<file path="src/rtl/i2cf_pkg.sv">
package i2cf_pkg;
  typedef struct packed {
    logic start;
    logic stop;
    logic rise;
    logic fall;
  } line_evt_t;
endpackage

</file>
<file path="src/rtl/i2cf_spike_filter.sv">
module i2cf_spike_filter #(
  parameter int SPIKE_CYC = 5,
  parameter int SYNC_LEN  = 2
) (
  input  logic clk,
  input  logic rst_n,
  input  logic raw_i,
  output logic level_o
);
  localparam int CW = $clog2(SPIKE_CYC + 1);

  logic [SYNC_LEN-1:0] sync_q;
  logic [CW-1:0]       cnt_q;
  logic                sync_out;

  assign sync_out = sync_q[SYNC_LEN-1];

  always_ff @(posedge clk) begin
    if (!rst_n) begin
      sync_q  <= '1;
      cnt_q   <= '0;
      level_o <= 1'b1;
    end else begin
      sync_q <= {sync_q[SYNC_LEN-2:0], raw_i};
      if (sync_out == level_o) begin
        cnt_q <= '0;
      end else if (cnt_q == CW'(SPIKE_CYC)) begin
        level_o <= sync_out;
        cnt_q   <= '0;
      end else begin
        cnt_q <= cnt_q + CW'(1);
      end
    end
  end

  // the filtered level only ever moves to the synchronized level
  a_r1_follows_sync: assert property (@(posedge clk) disable iff (!rst_n)
    (level_o != $past(level_o)) |-> (level_o == $past(sync_out)));
  // agreement with the synchronized level freezes the output
  a_r1_hold_when_equal: assert property (@(posedge clk) disable iff (!rst_n)
    (sync_out == level_o) |=> $stable(level_o));
endmodule

</file>
<file path="src/rtl/i2cf_cond_detect.sv">
module i2cf_cond_detect
  import i2cf_pkg::*;
(
  input  logic      clk,
  input  logic      rst_n,
  input  logic      scl_f,
  input  logic      sda_f,
  output line_evt_t evt
);
  logic scl_q, sda_q;

  always_ff @(posedge clk) begin
    if (!rst_n) begin
      scl_q <= 1'b1;
      sda_q <= 1'b1;
    end else begin
      scl_q <= scl_f;
      sda_q <= sda_f;
    end
  end

  always_comb begin
    evt.start = scl_q & scl_f & sda_q & ~sda_f;
    evt.stop  = scl_q & scl_f & ~sda_q & sda_f;
    evt.rise  = ~scl_q & scl_f;
    evt.fall  = scl_q & ~scl_f;
  end

  // conditions and clock edges never coincide
  a_r2_events_exclusive: assert property (@(posedge clk) disable iff (!rst_n)
    $onehot0({evt.start, evt.stop, evt.rise, evt.fall}));
  // a rise strobe is never repeated on back-to-back cycles
  a_r4_single_rise: assert property (@(posedge clk) disable iff (!rst_n)
    evt.rise |=> !evt.rise);
endmodule

</file>
<file path="src/rtl/i2cf_drive_ctrl.sv">
module i2cf_drive_ctrl
  import i2cf_pkg::*;
#(
  parameter int HOLD_CYC  = 30,
  parameter int SETUP_CYC = 125
) (
  input  logic      clk,
  input  logic      rst_n,
  input  line_evt_t evt,
  input  logic      scl_f,
  input  logic      host_ready,
  input  logic      tx_valid,
  input  logic      tx_bit,
  output logic      tx_ready,
  output logic      sda_oe,
  output logic      scl_oe
);
  localparam int HW = $clog2(HOLD_CYC + 1);
  localparam int RW = $clog2(SETUP_CYC + 1);

  logic [HW-1:0] hold_cnt;
  logic          hold_done;
  logic [RW-1:0] rel_cnt;
  logic          sda_drv, nxt_drv;
  logic          stretch;

  always_comb begin
    nxt_drv = sda_drv;
    if (evt.stop)               nxt_drv = 1'b0;
    else if (!scl_f && hold_done) nxt_drv = tx_valid & ~tx_bit;
  end

  always_ff @(posedge clk) begin
    if (!rst_n) begin
      hold_cnt  <= '0;
      hold_done <= 1'b0;
      sda_drv   <= 1'b0;
      stretch   <= 1'b0;
      rel_cnt   <= '0;
    end else begin
      if (scl_f) begin
        hold_cnt  <= '0;
        hold_done <= 1'b0;
      end else if (!hold_done) begin
        if (hold_cnt == HW'(HOLD_CYC - 1)) hold_done <= 1'b1;
        else                               hold_cnt  <= hold_cnt + HW'(1);
      end

      sda_drv <= nxt_drv;

      if (!stretch || !host_ready || !hold_done || (nxt_drv != sda_drv))
        rel_cnt <= '0;
      else if (rel_cnt != RW'(SETUP_CYC))
        rel_cnt <= rel_cnt + RW'(1);

      if (evt.stop)
        stretch <= 1'b0;
      else if (evt.fall && !host_ready)
        stretch <= 1'b1;
      else if (stretch && host_ready && rel_cnt == RW'(SETUP_CYC))
        stretch <= 1'b0;
    end
  end

  assign sda_oe   = sda_drv;
  assign scl_oe   = stretch;
  assign tx_ready = ~scl_f & hold_done;

  // data pull is frozen while the clock is high
  a_r5_frozen_high: assert property (@(posedge clk) disable iff (!rst_n)
    (scl_f && !evt.stop) |=> $stable(sda_oe));
  // the data pull changes only after the hold window or on a STOP
  a_r6_hold_window: assert property (@(posedge clk) disable iff (!rst_n)
    !$stable(sda_oe) |-> ($past(hold_done) || $past(evt.stop)));
  // clock fall with upper layer busy starts a stretch
  a_r7_stretch_start: assert property (@(posedge clk) disable iff (!rst_n)
    (evt.fall && !host_ready && !evt.stop) |=> scl_oe);
  // a stretch ends only through ready plus a full setup count, or a STOP
  a_r8_release_gate: assert property (@(posedge clk) disable iff (!rst_n)
    $fell(scl_oe) |-> ($past(evt.stop) ||
                       ($past(host_ready) && $past(rel_cnt) == RW'(SETUP_CYC))));
  // STOP frees both wires
  a_r9_stop_release: assert property (@(posedge clk) disable iff (!rst_n)
    evt.stop |=> (!scl_oe && !sda_oe));
  // no stretch when the upper layer is ready
  a_r11_no_stretch: assert property (@(posedge clk) disable iff (!rst_n)
    (evt.fall && host_ready && !scl_oe) |=> !scl_oe);
endmodule

</file>
<file path="src/rtl/i2cf_frontend.sv">
module i2cf_frontend
  import i2cf_pkg::*;
#(
  parameter int SPIKE_CYC = 5,
  parameter int HOLD_CYC  = 30,
  parameter int SETUP_CYC = 125
) (
  input  logic clk,
  input  logic rst_n,
  input  logic scl_i,
  input  logic sda_i,
  output logic scl_oe,
  output logic sda_oe,
  output logic start_stb,
  output logic stop_stb,
  output logic rx_stb,
  output logic rx_bit,
  input  logic host_ready,
  input  logic tx_valid,
  input  logic tx_bit,
  output logic tx_ready
);
  localparam int NLINES = 2;

  logic [NLINES-1:0] raw_lines, filt_lines;
  line_evt_t         evt;

  assign raw_lines = {sda_i, scl_i};

  for (genvar g = 0; g < NLINES; g++) begin : g_filt
    i2cf_spike_filter #(.SPIKE_CYC(SPIKE_CYC), .SYNC_LEN(2)) u_filt (
      .clk    (clk),
      .rst_n  (rst_n),
      .raw_i  (raw_lines[g]),
      .level_o(filt_lines[g])
    );
  end

  i2cf_cond_detect u_cond (
    .clk  (clk),
    .rst_n(rst_n),
    .scl_f(filt_lines[0]),
    .sda_f(filt_lines[1]),
    .evt  (evt)
  );

  i2cf_drive_ctrl #(.HOLD_CYC(HOLD_CYC), .SETUP_CYC(SETUP_CYC)) u_drive (
    .clk       (clk),
    .rst_n     (rst_n),
    .evt       (evt),
    .scl_f     (filt_lines[0]),
    .host_ready(host_ready),
    .tx_valid  (tx_valid),
    .tx_bit    (tx_bit),
    .tx_ready  (tx_ready),
    .sda_oe    (sda_oe),
    .scl_oe    (scl_oe)
  );

  assign start_stb = evt.start;
  assign stop_stb  = evt.stop;
  assign rx_stb    = evt.rise;
  assign rx_bit    = filt_lines[1];
endmodule

</file>
<file path="config.mk">
export PLATFORM = sky130hd
export DESIGN_NAME = i2cf_frontend
export DESIGN_NICKNAME = d
export VERILOG_FILES = /design/src/rtl/i2cf_pkg.sv /design/src/rtl/i2cf_spike_filter.sv /design/src/rtl/i2cf_cond_detect.sv /design/src/rtl/i2cf_drive_ctrl.sv /design/src/rtl/i2cf_frontend.sv
export SDC_FILE = /design/constraint.sdc
export NUM_CORES = 1
export LEC_CHECK = 0
export CAP_MARGIN = 20
export CORE_MARGIN = 8
export CORE_UTILIZATION = 45
export CTS_BUF_LIST = sky130_fd_sc_hd__clkbuf_8
export CTS_CLUSTER_SIZE = 25
export DETAILED_ROUTE_END_ITERATION = 8
export DONT_BUFFER_PORTS = 1
export PLACE_DENSITY = 0.65
export SYNTH_ARGS = -nofsm -noshare
export SYNTH_HDL_FRONTEND = slang
export SYNTH_SLANG_ARGS = --single-unit
</file>
<file path="constraint.sdc">
create_clock -name clk -period 1.4 [get_ports clk]
set_input_delay 0.42 -clock clk [delete_from_list [all_inputs] [get_ports clk]]
set_output_delay 0.42 -clock clk [all_outputs]
set_load 0.05 [all_outputs]
</file>
==> impl_metrics.ini <==
[status]
status = finished, violations left
violations = setup timing

[timing]
skew_ns = 0.00305
drv_slew = 0
setup_viol = 3
hold_viol_final = 0
tightest_slew_ns = 0.248
grt_setup_unrepaired = true
period_share_pct = 105
timing.final.crit_period_ns = 1.47
hold-worst-slack_ns = 0.208
max_freq_mhz = 679
fin_ws_ns = -0.0726
relSlewSlack_pct = 83.4

[critical_path]
startpoint = g_filt[1].u_filt.level_o
crit_family = simple AND/OR/NAND/NOR gates
crit_arrival_ns = 1.05
worstPathRequired_ns = 0.98
crit_buf_inv = 0
worst_r2r_path_depth = 6
start_kind = flip-flop
worstPathCellList = and4b_4
r2r_slack_ns = 0.04
slowest_stage = and4b_4
cp_slowest_stage_delay_ns = 0.45
r2r_end = u_drive.hold_cnt[3]
r2r_start = u_drive.hold_cnt[1]
crit_fanout = 3
cp-end-kind = primary output
crit_type = flip-flop to primary output

[yosys]
synth.net_count = 142
ys_types = 29
yosysWarnings = 0
yosysTopAreaCell = dfxtp_1
synth-edff-count = 0
yosysMostFrequentCell = dfxtp_1
synth.area.top_cells = dfxtp_1 47%, ha_1 8.1%, xor2_1 6.4%
synth-async-reset-ratio_pct = 0
synth.top_cell.area_share_pct = 46.9
synth.top_cells.by_count = 29 x dfxtp_1, 15 x nor2_1, 9 x nand3_1, 9 x xor2_1
syn_area_per_cell_um2 = 9.75
ys.flop_type = dfxtp_1
synth_area_um2 = 1240
synth_cells = 127
yosysSeqAreaShare_pct = 46.9
ys_ff_latch = 29

[route]
via_count = 906
drt_iter0_drc = 32
ant_nets = 0
drt-total-wl_um = 2330
dr.pass1.iters = 3
route.detailed.drc = 0
via_per_inst = 5.06
wire_per_inst_um = 13.0

[global_routing]
grt_max_degree = 15
grt_usage_pct = 11.9
antenna_found_initial = 0
grt_pass1_wl_um = 4010
gr-total-overflow = 0
grt_pass1_vias = 899

[clocking]
htree_levels = 2
cts_hold_buf = 0
cts_buffer_depth = 2
root_buffer = clkbuf_8
clkTransAtPathRegs_ns = 0.06
cts.sinks = 29
cts_tree = done
insertion_delay_ns = 0.28
cts_buffers = 5

[layout]
finalNetCount = 162
stdcell_area_um2 = 1590
drive_above_1_share_pct = 27.7
area_growth_pct = 28.5
n_antenna_cell = 0
fin_util_pct = 59.2
fill_cells = 230

[worst_hold_path]
holdPathEnd = u_cond.sda_q
whs_path_depth = 1
hold_class = input pin to flip-flop
hold_start = rst_n

[placement]
dp_hpwl_um = 1690
portBuffers = 0
place_area_um2 = 1380
gp_congestion = 0.795

[floorplanning]
die_w_um = 68.5
fp.coreArea_um2 = 2690
die_area_um2 = 4690
initial_core_util_pct = 46.1
die_y_um = 68.5
rows = 19
pin_count = 14

[power]
leakage_nw = 0.647
power_density_nw_per_um2 = 1080
vdd_ir_drop_max_uv = 933

[run]
max_cap_viol_count = 0
[cells in the final DEF, fill, tap and decap left out, types with 6 or more instances in the layout]
cell      Yosys  final
buf_4         0     12
xor2_1        9      9
nand2b_1      8      7
ha_1          8      7
nor2_1       15     15
nand3_1       9      9
nand2_1       8      8
clkbuf_8      0      6
dfxtp_1      29     23
a21oi_1       7      7
[cells by family (layout without fill, tap and decap cells)]
group                    Yosys count  after routing  synth area share [%]
AND/OR/NAND/NOR                   52             52                  22.3
flip-flops                        29             29                  46.9
AO/OA/AOI/OAI                     14             14                  8.99
XOR/XNOR                          12             12                  8.49
buffers and inverters             10             31                  3.64
adder cells (fa/ha/maj)            8              8                  8.08
multiplexers                       2              2                  1.62
[state kept, by name, indices dropped and copies added (netlist names)]
name and flops:
u_cond.sda_q 1, g_filt.u_filt.sync_q 4, u_drive.rel_cnt 7, u_drive.hold_done 1, g_filt.u_filt.level_o 2, u_drive.hold_cnt 5, g_filt.u_filt.cnt_q 6, u_cond.scl_q 1
u_drive.scl_oe 1, u_drive.sda_oe 1
[metal layers]
layer,up-vias,global-route usage [%],routed length [um]
li1,469,-,-
met1,415,11.7,927
met2,15,18.8,1140
met3,7,6.71,202
met4,0,7.67,62
met5,-,0,0
[area by class of cell]
| cell class | instances | area (um^2) | share of cell area (%) |
|---|---|---|---|
| clock buffers | 6 | 82.6 | 5.19 |
| multi-input cells | 88 | 656 | 41.2 |
| clock inverters | 2 | 33.8 | 2.12 |
| repair buffers | 16 | 161 | 10.1 |
| inverters | 7 | 28.8 | 1.81 |
| flip-flops and latches | 29 | 591 | 37.1 |
| well taps | 31 | 38.8 | 2.44 |
[report_power, final]
group	switching (mW)	internal (mW)	leakage, nW
clock	0.307	0.572	0.0626
combinational	0.00640	0.00736	0.351
sequential	0.00350	0.830	0.234
[worst max-delay path by stage]
stage          cells after the start                   to  slack (ns)
5_1_grt                            3             stop_stb       -0.12
2_1_floorplan                      2             stop_stb       -0.10
6_report                           1            start_stb       -0.07
3_5_place_dp                       6  u_drive.hold_cnt[3]       -0.03
3_3_place_gp                       6  u_drive.hold_cnt[3]        0.09
4_1_cts                            1            start_stb       -0.09
[repair_timing]
item                       in CTS  in global routing
resized for setup              11                  6
buffers inserted                3                  2
pin swaps                       2                  3
setup endpoints to repair       5                  6
[stage by stage]
step | std cells | setup TNS (ns) | worst slack, ns | power, mW
after floorplan | 127 | -0.103 | -0.103 | 0.868
after global placement | 166 | 0 | 0.0871 | 0.867
after detailed placement | 166 | -0.0334 | -0.0334 | 0.868
after CTS | 177 | -0.214 | -0.0947 | 1.76
after global routing | 179 | -0.371 | -0.119 | 1.79
final | 179 | -0.123 | -0.0726 | 1.73
Note: power is estimated with default switching activity, not from simulation.
